File: config.mk
export PLATFORM = sky130hd
export DESIGN_NAME = exc_ctrl_unit
export DESIGN_NICKNAME = d
export VERILOG_FILES = /design/src/rtl/exc_pkg.sv /design/src/rtl/exc_arbiter.sv /design/src/rtl/exc_record.sv /design/src/rtl/exc_flush.sv /design/src/rtl/exc_ctrl_unit.sv
export SDC_FILE = /design/constraint.sdc
export NUM_CORES = 1
export LEC_CHECK = 0
export BUFFER_PORTS_ARGS = -buffer_cell sky130_fd_sc_hd__buf_2
export CAP_MARGIN = 20
export CORE_MARGIN = 4
export CORE_UTILIZATION = 42
export CTS_BUF_LIST = sky130_fd_sc_hd__clkbuf_4
export DETAILED_ROUTE_END_ITERATION = 12
export MAX_ROUTING_LAYER = met4
export PLACE_DENSITY = 0.82
export SETUP_SLACK_MARGIN = 0.3
export SLEW_MARGIN = 20
export SYNTH_ARGS = -nofsm -noshare
export SYNTH_HDL_FRONTEND = slang
export SYNTH_SLANG_ARGS = --single-unit
File: constraint.sdc
create_clock -name clk -period 1.8 [get_ports clk]
set_input_delay 0.36 -clock clk [delete_from_list [all_inputs] [get_ports clk]]
set_output_delay 0.36 -clock clk [all_outputs]
set_load 0.005 [all_outputs]
File: src/rtl/exc_pkg.sv
package exc_pkg;
  localparam int unsigned PC_W = 32;
  localparam logic [PC_W-1:0] HANDLER_VEC = 32'h8000_0180;

  typedef enum logic {
    CAUSE_UNDEF = 1'b0,
    CAUSE_OVF   = 1'b1
  } exc_cause_e;
endpackage

File: src/rtl/exc_arbiter.sv
module exc_arbiter
  import exc_pkg::*;
#(
  parameter int unsigned W = PC_W
) (
  input  logic         clk,
  input  logic         rst_n,
  input  logic         ex_overflow,
  input  logic         id_undef,
  input  logic         masked,
  input  logic [W-1:0] id_pc,
  input  logic [W-1:0] ex_pc,
  output logic         take,
  output logic         take_ex,
  output logic [W-1:0] fault_pc,
  output exc_cause_e   fault_cause
);
  logic any_flag;

  // execute holds the older instruction, so it wins
  always_comb begin
    any_flag    = ex_overflow | id_undef;
    take        = rst_n & any_flag & ~masked;
    take_ex     = take & ex_overflow;
    fault_pc    = ex_overflow ? ex_pc : id_pc;
    fault_cause = ex_overflow ? CAUSE_OVF : CAUSE_UNDEF;
  end

  // a simultaneous pair resolves to the execute source
  a_r4_ovf_priority: assert property (@(posedge clk) disable iff (!rst_n)
    (take && ex_overflow && id_undef) |-> (take_ex && fault_pc == ex_pc));

  // a masked cycle accepts nothing
  a_r8_masked_idle: assert property (@(posedge clk) disable iff (!rst_n)
    masked |-> !take);
endmodule

File: src/rtl/exc_record.sv
module exc_record
  import exc_pkg::*;
#(
  parameter int unsigned W = PC_W
) (
  input  logic         clk,
  input  logic         rst_n,
  input  logic         take,
  input  logic [W-1:0] fault_pc,
  input  exc_cause_e   fault_cause,
  output logic [W-1:0] epc_q,
  output exc_cause_e   cause_q,
  output logic         masked_q
);
  always_ff @(posedge clk or negedge rst_n) begin
    if (!rst_n) begin
      epc_q    <= '0;
      cause_q  <= CAUSE_UNDEF;
      masked_q <= 1'b0;
    end else begin
      masked_q <= take;
      if (take) begin
        epc_q   <= fault_pc;
        cause_q <= fault_cause;
      end
    end
  end

  // saved state moves only after an accepted fault
  a_r9_hold_state: assert property (@(posedge clk) disable iff (!rst_n)
    !take |=> ($stable(epc_q) && $stable(cause_q)));

  // captured address matches the one presented in the fault cycle
  a_r2_capture: assert property (@(posedge clk) disable iff (!rst_n)
    take |=> (epc_q == $past(fault_pc)));
endmodule

File: src/rtl/exc_flush.sv
module exc_flush (
  input  logic clk,
  input  logic rst_n,
  input  logic take,
  input  logic take_ex,
  output logic flush_ifid,
  output logic flush_idex,
  output logic flush_exmem,
  output logic kill_regwr
);
  always_comb begin
    flush_ifid  = take;
    flush_idex  = take;
    flush_exmem = take_ex;
    kill_regwr  = take_ex;
  end

  // a killed write always comes with a full younger flush
  a_r5_kill_with_flush: assert property (@(posedge clk) disable iff (!rst_n)
    kill_regwr |-> (flush_ifid && flush_idex && flush_exmem));

  // execute is flushed only together with the earlier stages
  a_r6_exmem_implies_front: assert property (@(posedge clk) disable iff (!rst_n)
    flush_exmem |-> flush_idex);
endmodule

File: src/rtl/exc_ctrl_unit.sv
module exc_ctrl_unit
  import exc_pkg::*;
(
  input  logic        clk,
  input  logic        rst_n,
  input  logic [31:0] id_pc,
  input  logic [31:0] ex_pc,
  input  logic        ex_overflow,
  input  logic        id_undef,
  output logic [31:0] epc,
  output logic        cause,
  output logic        flush_ifid,
  output logic        flush_idex,
  output logic        flush_exmem,
  output logic        kill_regwr,
  output logic        redirect_valid,
  output logic [31:0] redirect_pc
);
  logic            take;
  logic            take_ex;
  logic            masked;
  logic [PC_W-1:0] fault_pc;
  exc_cause_e      fault_cause;
  exc_cause_e      cause_q;

  exc_arbiter #(.W(PC_W)) u_arb (
    .clk         (clk),
    .rst_n       (rst_n),
    .ex_overflow (ex_overflow),
    .id_undef    (id_undef),
    .masked      (masked),
    .id_pc       (id_pc),
    .ex_pc       (ex_pc),
    .take        (take),
    .take_ex     (take_ex),
    .fault_pc    (fault_pc),
    .fault_cause (fault_cause)
  );

  exc_record #(.W(PC_W)) u_rec (
    .clk         (clk),
    .rst_n       (rst_n),
    .take        (take),
    .fault_pc    (fault_pc),
    .fault_cause (fault_cause),
    .epc_q       (epc),
    .cause_q     (cause_q),
    .masked_q    (masked)
  );

  exc_flush u_flush (
    .clk         (clk),
    .rst_n       (rst_n),
    .take        (take),
    .take_ex     (take_ex),
    .flush_ifid  (flush_ifid),
    .flush_idex  (flush_idex),
    .flush_exmem (flush_exmem),
    .kill_regwr  (kill_regwr)
  );

  always_comb begin
    cause          = cause_q;
    redirect_valid = take;
    redirect_pc    = take ? HANDLER_VEC : '0;
  end

  // the redirect never lasts two cycles
  a_r8_single_pulse: assert property (@(posedge clk) disable iff (!rst_n)
    redirect_valid |=> !redirect_valid);

  // an overflow fault records the overflow code
  a_r2_ovf_cause: assert property (@(posedge clk) disable iff (!rst_n)
    (redirect_valid && ex_overflow) |=> (cause == 1'b1 && epc == $past(ex_pc)));

  // quiet flags produce no control activity
  a_r10_quiet: assert property (@(posedge clk) disable iff (!rst_n)
    (!ex_overflow && !id_undef) |-> !(redirect_valid || flush_ifid || kill_regwr));

  // redirect target is the handler vector
  a_r7_vector: assert property (@(posedge clk) disable iff (!rst_n)
    redirect_valid |-> (redirect_pc == 32'h8000_0180));
endmodule

[Yosys cells after proc, flatten, opt, wreduce, memory -nomap -nowiden]
Index checks and enable logic that the tools add are counted.
Word-level totals
  bits in registers: 34
  memories: 0
  bits in latches: 0
  output and inout port bits: 70
  bits of input ports: 68
  logic and storage cells: 11
  bits in read-only memories: 0
  memory bits (writable): 0
Operators by class
  reductions and logical operators: 0
  multiplexer cells: 3
  magnitude comparators: 0
  add/subtract/negate cells: 0
  multipliers: 0
  bitwise logic cells: 5
  shifts and indexed selects: 0
  divide/modulo/power cells: 0
  equality and inequality tests: 0
Operator list (number)
  32-bit 2-to-1 mux: 2
  1-bit AND: 3
  1-bit 2-to-1 mux: 1
  1-bit NOT: 1
  1-bit OR: 1

[Depth between registers and ports, before layout]
  depth after elaboration: 4
  gate-level depth with buffers: 5
  gate-level depth less buffers: 3

[Hierarchy]
From an unflattened synthesis, not the netlist that was laid out.
Unflattened totals
  cells, all modules: 148
  area total of the unflattened synthesis: 2244.7 um^2
Modules (own cells, without submodules)
  exc_record: seq. area each 850.8 um^2, area an instance 1406.3 um^2, instances 1, cells an instance 71
  exc_arbiter: seq. area each 0.0 um^2, area an instance 564.3 um^2, instances 1, cells an instance 40
  exc_ctrl_unit: seq. area each 0.0 um^2, area an instance 244.0 um^2, instances 1, cells an instance 33
  exc_flush: seq. area each 0.0 um^2, area an instance 30.0 um^2, instances 1, cells an instance 4

[Least setup slack after synthesis]
No wires, ideal clock.
  kind: input port to output port
  start: input ex_overflow
  end: output flush_ifid
  arrival: 1.200 ns
  setup slack: 0.240 ns
  buffers on the path: 3
  data required time: 1.440 ns
  stages on the path: 5
  cell sequence: buf_4 -> nor2_1 -> nor3b_4 -> buf_6 -> buf_4
On the way
  cells in the longest elaborated chain, start to end: 3
RTL lines
  start, declared: RTL line exc_ctrl_unit.sv:8  | input logic ex_overflow,
  1-bit OR: RTL line exc_arbiter.sv:22  | any_flag = ex_overflow | id_undef;
  1-bit AND (2 in a row): RTL line exc_arbiter.sv:23  | take = rst_n & any_flag & ~masked;
  end, declared: RTL line exc_ctrl_unit.sv:12  | output logic flush_ifid,
No other way between the ends.

[Worst setup path after layout]
  start: register u_rec.masked_q
  end: output flush_ifid
On the way
  cells in the longest elaborated chain, start to end: 2
RTL lines
  start, declared: RTL line exc_record.sv:13  | output logic masked_q
  start signal, assigned: RTL line exc_record.sv:21  | masked_q <= take;
  1-bit NOT: RTL line exc_arbiter.sv:23
  1-bit AND: RTL line exc_arbiter.sv:23
No other way between the ends.

==> impl_metrics.py <==
metrics = {
    "route": {
        "vias_per_cell": 4.540,
        "first_pass_iters": 4,
        "initialDrtViolationCount": 18,
        "vias": 1412,
        "routed_wl_mm": 4.058,
        "avgRoutedWirePerCell_um": 13.05,
        "final_antenna_net_count": 0,
        "drc": 0,
    },
    "sta": {
        "period_share": 0.8603,
        "fmax_mhz": 645.8,
        "finalHoldViolations": 0,
        "tns_ns": 0,
        "final.min_clock_period_ns": 1.549,
        "setup_viol": 0,
        "drv_slew": 0,
        "fin_skew_ns": 0.007943,
        "rsz0062_at_grt": "yes",
    },
    "placement": {
        "place_congestion": 0.7127,
        "place_hpwl_mm": 3.179,
        "dpl.cell_count": 298,
        "buffer_ports.inserted": 108,
    },
    "logic_synthesis": {
        "async_flop_share": 1.000,
        "synth_common_cells": "63 x mux2_2, 36 x buf_4, 34 x dfrtp_1",
        "syn_area_per_cell_um2": 13.27,
        "ys_ff_latch": 34,
        "yosysTopAreaCell": "dfrtp_1",
        "netlist_instances": 146,
        "synthFlopType": "dfrtp_1",
        "synth.yosys.seq_area_share": 0.4393,
        "yosysMostFrequentCell": "mux2_2",
        "ys.warnings.count": 0,
        "synth.top_cell.area_share": 0.4393,
        "syn_area_mm2": 0.001937,
        "synthDistinctLibCells": 12,
        "synthTopCellsByArea": "dfrtp_1 44%, mux2_2 37%, buf_4 14%, buf_6 1.7%, nor3b_4 0.97%",
        "synth-edff-count": 0,
    },
    "power_and_ir_drop": {
        "p_leak_nw": 1.288,
        "p_per_area_mw_per_mm2": 789.5,
        "peakVddDrop_mv": 0.5693,
    },
    "global_routing": {
        "first_global_vias": 1513,
        "antenna_found_initial": 0,
        "grt_max_degree": 35,
        "grt.overflow.total": 0,
        "globalRouteTotalUtil": 0.1484,
        "grt_pass1_wl_mm": 6.803,
    },
    "die": {
        "fp.dieW_um": 75.91,
        "initial_core_util": 0.4388,
        "die_h_um": 75.91,
        "boundaryPins": 138,
        "coreArea_mm2": 0.004414,
        "rows": 24,
        "dieArea_mm2": 0.005762,
    },
    "worst_setup_path": {
        "critical_path.startpoint": "u_rec.masked_q$_DFF_PN0_",
        "r2r-start": "u_rec.masked_q$_DFF_PN0_",
        "ff2ff_setup_slack_ns": 0.31,
        "cp-end-kind": "output pin",
        "arrival_ns": 1.19,
        "worstPathRequired_ns": 1.44,
        "crit_type": "reg -> out",
        "reg2reg_depth": 5,
        "worst-path-max-fanout": 7,
        "start_kind": "flop",
        "rr_endpoint": "u_rec.epc_q[10]$_DFFE_PN0P_",
        "crit_path_end": "flush_ifid",
    },
    "clock_tree": {
        "cts_hold_buf": 0,
        "numCtsBuffers": 5,
        "clock-sinks": 34,
        "clkTransAtPathRegs_ns": 0.10,
        "htree_levels": 2,
        "cts-root-buf": "clkbuf_4",
        "tritoncts": "yes",
        "cts_buffer_depth": 2,
        "insertion_delay_ns": 0.33,
    },
    "cells_and_area": {
        "instances_no_fill": 311,
        "syn2layout_area_growth_pct": 28.75,
        "n_antenna_cell": 0,
        "drive_gt1_frac": 0.7413,
        "fin_nets": 326,
        "nFillCells": 396,
        "seq_area_um2": 850.8,
        "multi_input_area_um2": 877.1,
    },
    "flow_run": {
        "max-cap-violations": 0,
    },
    "run_status": {
        "run_status": "finished clean",
    },
    "min_path": {
        "hold_class": "in -> async",
    },
}
-- metal layers --
metal,vias to the layer above,routed length [um],track usage
met4,0,84,0.06940
met2,74,2171,0.2663
met1,663,1421,0.1432
li1,665,-,-
met3,10,381,0.04621
met5,-,0,-
-- repair_timing --
action,CTS,global route
buffers inserted,4,1
cloned,0,0
endpoints found under the setup margin,8,28
pin swaps,1,1
gates resized for setup,2,3
-- cell type report --
type	count	share of cell area
multi-input cells	97	0.3517
flip-flops and latches	34	0.3412
clock buffers	6	0.01806
inverters	1	0.001505
clock inverters	2	0.003512
repair buffers	119	0.2579
well taps	52	0.02609
-- how the worst min path moves through the flow --
stage	startpoint	endpoint	slack, ns	cells after the start
after floorplan	rst_n	u_rec.cause_q$_DFFE_PN0P_	0.06	0
after global placement	u_rec.epc_q[21]$_DFFE_PN0P_	u_rec.epc_q[21]$_DFFE_PN0P_	0.47	1
after detailed placement	rst_n	u_rec.epc_q[8]$_DFFE_PN0P_	0.48	2
after CTS	rst_n	u_rec.epc_q[8]$_DFFE_PN0P_	0.1	2
after global routing	rst_n	u_rec.epc_q[8]$_DFFE_PN0P_	0.11	2
final	rst_n	u_rec.epc_q[26]$_DFFE_PN0P_	0.09	2
-- power by group --
group          switching [W]  internal (W)  leakage [nW]
logic               0.000220      0.000359         0.855
registers          0.0000711      0.000915         0.400
clock network       0.000242      0.000162        0.0331
-- through the flow --
| stage | total power [W] | instance area (um^2) | hold slack (ns) | utilization | setup WS, ns |
|---|---|---|---|---|---|
| 6_report | 0.001969 | 2494 | 0.08828 | 0.5649 | 0.2515 |
| 5_1_grt | 0.002127 | 2494 | 0.1142 | 0.5649 | 0.1645 |
| 4_1_cts | 0.002004 | 2470 | 0.09810 | 0.5595 | 0.2017 |
| 3_5_place_dp | 0.001575 | 2381 | 0.4781 | 0.5394 | 0.1691 |
| 3_3_place_gp | 0.001557 | 2381 | 0.4699 | 0.5394 | 0.1880 |
| 2_1_floorplan | 0.001353 | 2076 | 0.06441 | - | 0.2749 |
-- cell families after synthesis --
logic type,after synthesis,share of synthesized area
compound gates,1,0.003877
other cells,1,0.001936
mux,64,0.3721
simple gates,3,0.01615
flops,34,0.4393
buf+inv,43,0.1667
-- flip-flops by register name, summed over array words and instances (netlist names) --
register        flops
u_rec.cause_q       1
u_rec.epc_q        32
u_rec.masked_q      1
-- cells in the final DEF (no fill, tap or decap) --
| cell | Yosys | final |
|---|---|---|
| conb_1 | 1 | 29 |
| o21bai_1 | 1 | 1 |
| clkbuf_4 | 0 | 6 |
| clkinv_1 | 0 | 1 |
| dfrtp_1 | 34 | 34 |
| buf_6 | 3 | 4 |
| and3b_2 | 0 | 1 |
| buf_4 | 36 | 9 |
| nor3b_4 | 1 | 1 |
| mux2_2 | 63 | 63 |
| buf_2 | 3 | 106 |
| inv_1 | 1 | 1 |
| mux2_1 | 1 | 1 |
| nor2_4 | 0 | 1 |
| clkinv_2 | 0 | 1 |
-- critical path: stages (launching register included) --
cell and delay (ns):
dfrtp_1 0.41, nor3b_4 0.20, buf_6 0.14, buf_2 0.11
(Power assumes the default switching activity.)
